## config.mk

```make
export PLATFORM = sky130hd
export DESIGN_NAME = pmdram_ctrl
export DESIGN_NICKNAME = d
export VERILOG_FILES = /design/src/rtl/pmdram_ctrl.sv
export SDC_FILE = /design/constraint.sdc
export NUM_CORES = 1
export LEC_CHECK = 0
export BUFFER_PORTS_ARGS = -buffer_cell sky130_fd_sc_hd__buf_2
export CORE_ASPECT_RATIO = 0.8
export CORE_MARGIN = 8
export CORE_UTILIZATION = 35
export DETAILED_ROUTE_END_ITERATION = 10
export MAX_ROUTING_LAYER = met4
export PLACE_DENSITY = 0.65
export SETUP_SLACK_MARGIN = 0.1
export SYNTH_ARGS = -nofsm -noshare
export SYNTH_HDL_FRONTEND = slang
export SYNTH_SLANG_ARGS = --single-unit
export TNS_END_PERCENT = 5
```

## constraint.sdc

```tcl
create_clock -name clk -period 2.3 [get_ports clk]
set_clock_uncertainty 0.1 [all_clocks]
set_input_delay 0.345 -clock clk [delete_from_list [all_inputs] [get_ports clk]]
set_output_delay 0.345 -clock clk [all_outputs]
set_load 0.01 [all_outputs]
```

## src/rtl/pmdram_ctrl.sv

```systemverilog
module pmdram_ctrl #(
  parameter int REF_PERIOD = 621,
  parameter int PRE_CYC    = 2,
  parameter int RCD_CYC    = 2,
  parameter int CAS_CYC    = 2,
  parameter int CBR_CYC    = 3,
  parameter int HALF_W     = 11
) (
  input  logic                  clk,
  input  logic                  rst_n,
  input  logic                  sel_n,
  input  logic                  rd_n,
  input  logic                  wr_n,
  input  logic                  page_miss,
  input  logic [2*HALF_W-1:0]   addr,
  output logic                  ras_n,
  output logic                  cas_n,
  output logic                  we_n,
  output logic [HALF_W-1:0]     dram_addr,
  output logic                  ack
);

  localparam int TW = $clog2(REF_PERIOD);
  localparam int CW = $clog2(PRE_CYC + RCD_CYC + CAS_CYC + CBR_CYC + 1);

  typedef enum logic [3:0] {
    S_IDLE, S_RPRE, S_RCAS, S_RRAS, S_RDONE,
    S_ROWSET, S_ROWRAS, S_CAS, S_CASX, S_OPEN
  } state_t;

  state_t        state;
  logic [CW-1:0] cnt;
  logic [TW-1:0] tcnt;
  logic          rfq, rfc, mux_row;
  logic          tc, access;

  assign tc        = (tcnt == TW'(REF_PERIOD - 1));
  assign access    = !sel_n && (!rd_n || !wr_n);
  assign dram_addr = mux_row ? addr[2*HALF_W-1:HALF_W] : addr[HALF_W-1:0];

  always_ff @(posedge clk or negedge rst_n) begin
    if (!rst_n) begin
      tcnt <= '0;
      rfq  <= 1'b0;
    end else begin
      tcnt <= tc ? '0 : tcnt + TW'(1);
      rfq  <= (rfq || tc) && !rfc;
    end
  end

  always_ff @(negedge clk or negedge rst_n) begin
    if (!rst_n) mux_row <= 1'b0;
    else        mux_row <= (state == S_ROWSET) || (state == S_ROWRAS && cnt == '0);
  end

  always_ff @(posedge clk or negedge rst_n) begin
    if (!rst_n) begin
      state <= S_IDLE;
      cnt   <= '0;
      ras_n <= 1'b1;
      cas_n <= 1'b1;
      we_n  <= 1'b1;
      ack   <= 1'b0;
      rfc   <= 1'b0;
    end else begin
      ack <= 1'b0;
      rfc <= 1'b0;
      unique case (state)
        S_IDLE: begin
          cnt <= '0;
          if (rfq)         state <= S_RPRE;
          else if (!sel_n) state <= S_ROWSET;
        end
        S_RPRE: begin
          if (cnt == CW'(PRE_CYC - 1)) begin
            cas_n <= 1'b0;
            state <= S_RCAS;
          end else cnt <= cnt + CW'(1);
        end
        S_RCAS: begin
          ras_n <= 1'b0;
          cnt   <= '0;
          state <= S_RRAS;
        end
        S_RRAS: begin
          if (cnt == CW'(CBR_CYC - 1)) begin
            ras_n <= 1'b1;
            cas_n <= 1'b1;
            rfc   <= 1'b1;
            state <= S_RDONE;
          end else cnt <= cnt + CW'(1);
        end
        S_RDONE: begin
          cnt   <= '0;
          state <= !sel_n ? S_ROWSET : S_IDLE;
        end
        S_ROWSET: begin
          if (cnt == CW'(PRE_CYC - 1)) begin
            ras_n <= 1'b0;
            cnt   <= '0;
            state <= S_ROWRAS;
          end else cnt <= cnt + CW'(1);
        end
        S_ROWRAS: begin
          if (cnt == CW'(RCD_CYC - 1)) begin
            cnt <= '0;
            if (access) begin
              cas_n <= 1'b0;
              we_n  <= wr_n;
              state <= S_CAS;
            end else state <= S_OPEN;
          end else cnt <= cnt + CW'(1);
        end
        S_CAS: begin
          if (cnt == CW'(CAS_CYC - 1)) begin
            cas_n <= 1'b1;
            we_n  <= 1'b1;
            ack   <= 1'b1;
            state <= S_CASX;
          end else cnt <= cnt + CW'(1);
        end
        S_CASX: state <= S_OPEN;
        S_OPEN: begin
          cnt <= '0;
          if (rfq) begin
            ras_n <= 1'b1;
            state <= S_RPRE;
          end else if (!sel_n && page_miss) begin
            ras_n <= 1'b1;
            state <= S_ROWSET;
          end else if (access) begin
            cas_n <= 1'b0;
            we_n  <= wr_n;
            state <= S_CAS;
          end
        end
        default: state <= S_IDLE;
      endcase
    end
  end

  a_r1_request_held: assert property (@(posedge clk) disable iff (!rst_n)
    rfq && !rfc |=> rfq);

  a_r3_ras_follows_cas: assert property (@(posedge clk) disable iff (!rst_n)
    $fell(cas_n) && ras_n |=> $fell(ras_n) && !cas_n && we_n);

  a_r4_row_on_ras: assert property (@(posedge clk) disable iff (!rst_n)
    $fell(ras_n) && cas_n |-> dram_addr == addr[2*HALF_W-1:HALF_W]);

  a_r4_col_on_cas: assert property (@(posedge clk) disable iff (!rst_n)
    $fell(cas_n) && !ras_n |-> dram_addr == addr[HALF_W-1:0]);

  a_r5_ack_single: assert property (@(posedge clk) disable iff (!rst_n)
    ack |=> !ack);

  a_r6_we_within_cas: assert property (@(posedge clk) disable iff (!rst_n)
    !we_n |-> !cas_n && !ras_n);

endmodule

```

; Word-level counts from Yosys, hierarchy flattened
; Index checks and enable logic that the tools add are counted.
[totals]
elab_cells = 100
inputBits = 28
output_inout_bits = 15
ff_bits = 25
[op_classes]
reduce_logical = 25
n_addsub = 2
n_eq_ne = 24
n_mux = 39
[op_table]
columns = operator, n
row1 = two-way mux 4 bit, 14
row2 = case mux 4 bit (10 select lines), 1
row3 = two-way mux 1 bit, 17
row4 = equality test 4 x 3 -> 1 bit (second input constant), 4
row5 = case mux 4 bit (4 select lines), 1
row6 = inequality test 2 bit (second input constant), 7
row7 = AND reduction 7 bit, 2
row8 = equality test 4 x 2 -> 1 bit (second input constant), 3
row9 = two-way mux 11 bit, 1
row10 = adder 10 x 1 -> 10 bit (second input constant), 1
row11 = equality test 10 bit (second input constant), 1
row12 = two-way mux 10 bit, 1
row13 = equality test 4 x 1 -> 1 bit (second input constant), 2
row14 = equality test 4 bit (second input constant), 2
row15 = logical NOT 4 bit, 2
row16 = nonzero test 4 bit, 2
row17 = inequality test 3 bit (second input constant), 2
row18 = case mux 1 bit (5 select lines), 1
row19 = AND reduction 5 bit, 1
row20 = nonzero test 5 bit, 1
row21 = adder 4 x 1 -> 4 bit (second input constant), 1
row22 = logical AND 1 bit, 4
row23 = logical NOT 1 bit, 4
row24 = inequality test 2 x 1 -> 1 bit (second input constant), 2
row25 = other kinds (10), 13

; Logic depth before layout (Yosys ltp)
[logic_depth]
depth_word = 7
depth_mapped = 7
depth_no_buf = 7

==> impl_metrics.toml <==
[detailed_routing]
dr.pass1.iters = 4
first_iter_violations = 105
drc_errors = 0
drtAntennaViolNets = 0
vias = 1620
wl_per_cell_um = 15.1
wl_um = 4540
detail_route.vias_per_cell = 5.38

[global_route]
antenna_found_initial = 0
overflow = 0
grt_max_degree = 26
grt_pass1_wl_um = 7240
grt_pass1_vias = 1510
grt_usage = 0.121

[timing]
worst_slack_ns = -0.603
setup_tns_ns = -6.53
hold_viol_final = 0
setup_viol = 11
slew_headroom = 0.634
drv_slew = 0
tightest_slew_ns = 0.547
rsz0062_at_grt = "true"

[synth]
synthArstFlopShare = 1.00
synth_top_area_frac = 0.297
synth-edff-count = 0
syn_area_mm2 = 0.00177
ys_types = 59
synthCells = 186
synthTopCellsByCount = "nor2_1 (22), dfrtp_1 (21), nand2_1 (15)"
ys_ff_latch = 25
synth_top_cells_by_area = "dfrtp_1 (30%), mux2_2 (7.6%), nor2_1 (4.7%)"
synth.avg_cell_area_um2 = 9.53
synth_most_common_cell = "nor2_1"
syn_nets = 220
ys_warn_count = 0
ys_seq_area_frac = 0.355
synth_area_leader_cell = "dfrtp_1"
ys.flop_type = "dfrtp_1"

[setup_path]
slowest_stage = "dfrtn_1"
cpLargestDelayFamily = "flip-flops"
start_kind = "register"
cp_num_buf_inv = 2
crit_arrival_ns = 2.46
timing.critical_path.fanout_max = 11
cp_cell_sequence = "buf_12 > mux2_4 > buf_6"
end_kind = "output port"
cp_slowest_stage_delay_ns = 0.44
required_ns = 1.86
crit_type = "reg2out"

[cells_and_area]
drive_gt1_frac = 0.389
n_fill_cell = 478
design_area_mm2 = 0.00230
nets = 274
diodes = 0
area_delta_synth_final_pct = 29.8
utilization = 0.465

[floorplanning]
num_rows = 23
ios = 43
die_h_um = 79.6
start_util = 0.358
dieArea_mm2 = 0.00761
core-area_mm2 = 0.00495
die_w_um = 95.5

[outcome]
failed_checks = "setup timing"
status = "complete, but fails checks"

[clock_tree]
clockBufferDepth = 2
cts_max_level = 1
post_cts_buffers = 0
cts_tree = "done"
clk_pin_slew_ns = 0.09
clock-sinks = 25
clock_latency_ns = 0.27
cts_made_buffers = 3
cts_root_buf = "clkbuf_8"

[hold_path]
hold_path.class = "in2reg"

[place]
placed_area_mm2 = 0.00215
dp_hpwl_um = 3390
port_buffers = 42
gp_congestion = 0.869

[run]
cap_viol_max_count = 0

[power_and_ir_drop]
ir_drop_uv = 604
p_leak_nw = 1.02
finalPower_mw = 2.59
p_per_area_mw_per_mm2 = 1130
==> placed cells by master (no fill, tap or decap), types with 6 or more instances in the layout <==
master / instances
mux2_4: 13
buf_2: 31
o21ai_0: 8
buf_4: 15
xor2_1: 6
buf_6: 11
nand2_1: 15
dfrtp_1: 21
a21oi_1: 9
nor2_1: 22
nand4_1: 6
==> registers in the layout, indices dropped and copies added (netlist names) <==
name and cells:
we_n 1, cas_n 1, state 4, ras_n 1, mux_row 1, rfc 1
rfq 1, tcnt 10, cnt 4, ack 1
==> stage by stage <==
step,std cells,hold slack [ns],setup slack [ns]
2_1_floorplan,186,-0.0506,-0.202
3_3_place_gp,296,0.286,-0.324
3_5_place_dp,296,0.296,-0.344
4_1_cts,301,0.315,-0.619
5_1_grt,301,0.340,-0.637
6_report,301,0.308,-0.603
==> report_power, final <==
part           total (mW)  internal, mW  switching (mW)
Combinational        1.72         0.864           0.861
Sequential          0.594         0.540          0.0537
Clock               0.275         0.123           0.152
Total                2.59          1.53            1.07
==> metal layers <==
metal | track usage | part of all wire | up-vias
met1 | 0.166 | 0.48 | 760
met2 | 0.175 | 0.42 | 59
li1 | - | - | 799
met3 | 0.0320 | 0.10 | 2
met4 | 0.0184 | 0.0037 | 0
met5 | - | 0 | -
==> tightest hold or removal path, delay by kind of cell <==
family	cells	cell delay, ns
buffers and inverters	1	0.11
AO/OA/AOI/OAI	2	0.22
==> final cells by class <==
| type | count | area, µm² | share of cell area |
|---|---|---|---|
| Multi-Input combinational cell | 145 | 1100 | 0.478 |
| Sequential cell | 25 | 629 | 0.274 |
| Timing Repair Buffer | 59 | 422 | 0.183 |
| Tap cell | 62 | 77.6 | 0.0337 |
| Clock buffer | 3 | 41.3 | 0.0180 |
| Inverter | 6 | 22.5 | 0.00979 |
| Clock inverter | 1 | 7.51 | 0.00326 |
==> cell families (layout without fill, tap and decap cells) <==
logic type	count (synthesis)	count (layout)	share of synthesized area
flops	25	25	0.355
fa+ha+maj	6	6	0.0424
buf+inv	16	69	0.0600
mux	15	15	0.0989
simple gates	74	74	0.233
compound gates	42	42	0.171
xor+xnor	8	8	0.0395
==> worst paths after layout <==
kind | end | slack, ns | cells after the start | startpoint
min | we_n | 0.31 | 3 | wr_n
min in group asynchronous | ack | 0.53 | 3 | rst_n
min reg2reg | rfq | 0.31 | 1 | rfc
max in group asynchronous | mux_row | 0.66 | 2 | rst_n
max reg2reg | mux_row | 0.16 | 4 | cnt[0]
max | dram_addr[5] | -0.60 | 3 | mux_row
==> timing repair <==
item / in CTS / in global routing
cloned: 0 / 0
hold endpoints to repair: 21 / 0
pin swaps: 0 / 1
setup endpoints to repair: 11 / 15
hold buffers: 1 / 0
gates resized for setup: 12 / 6
Power figures use the tool's default switching activity.
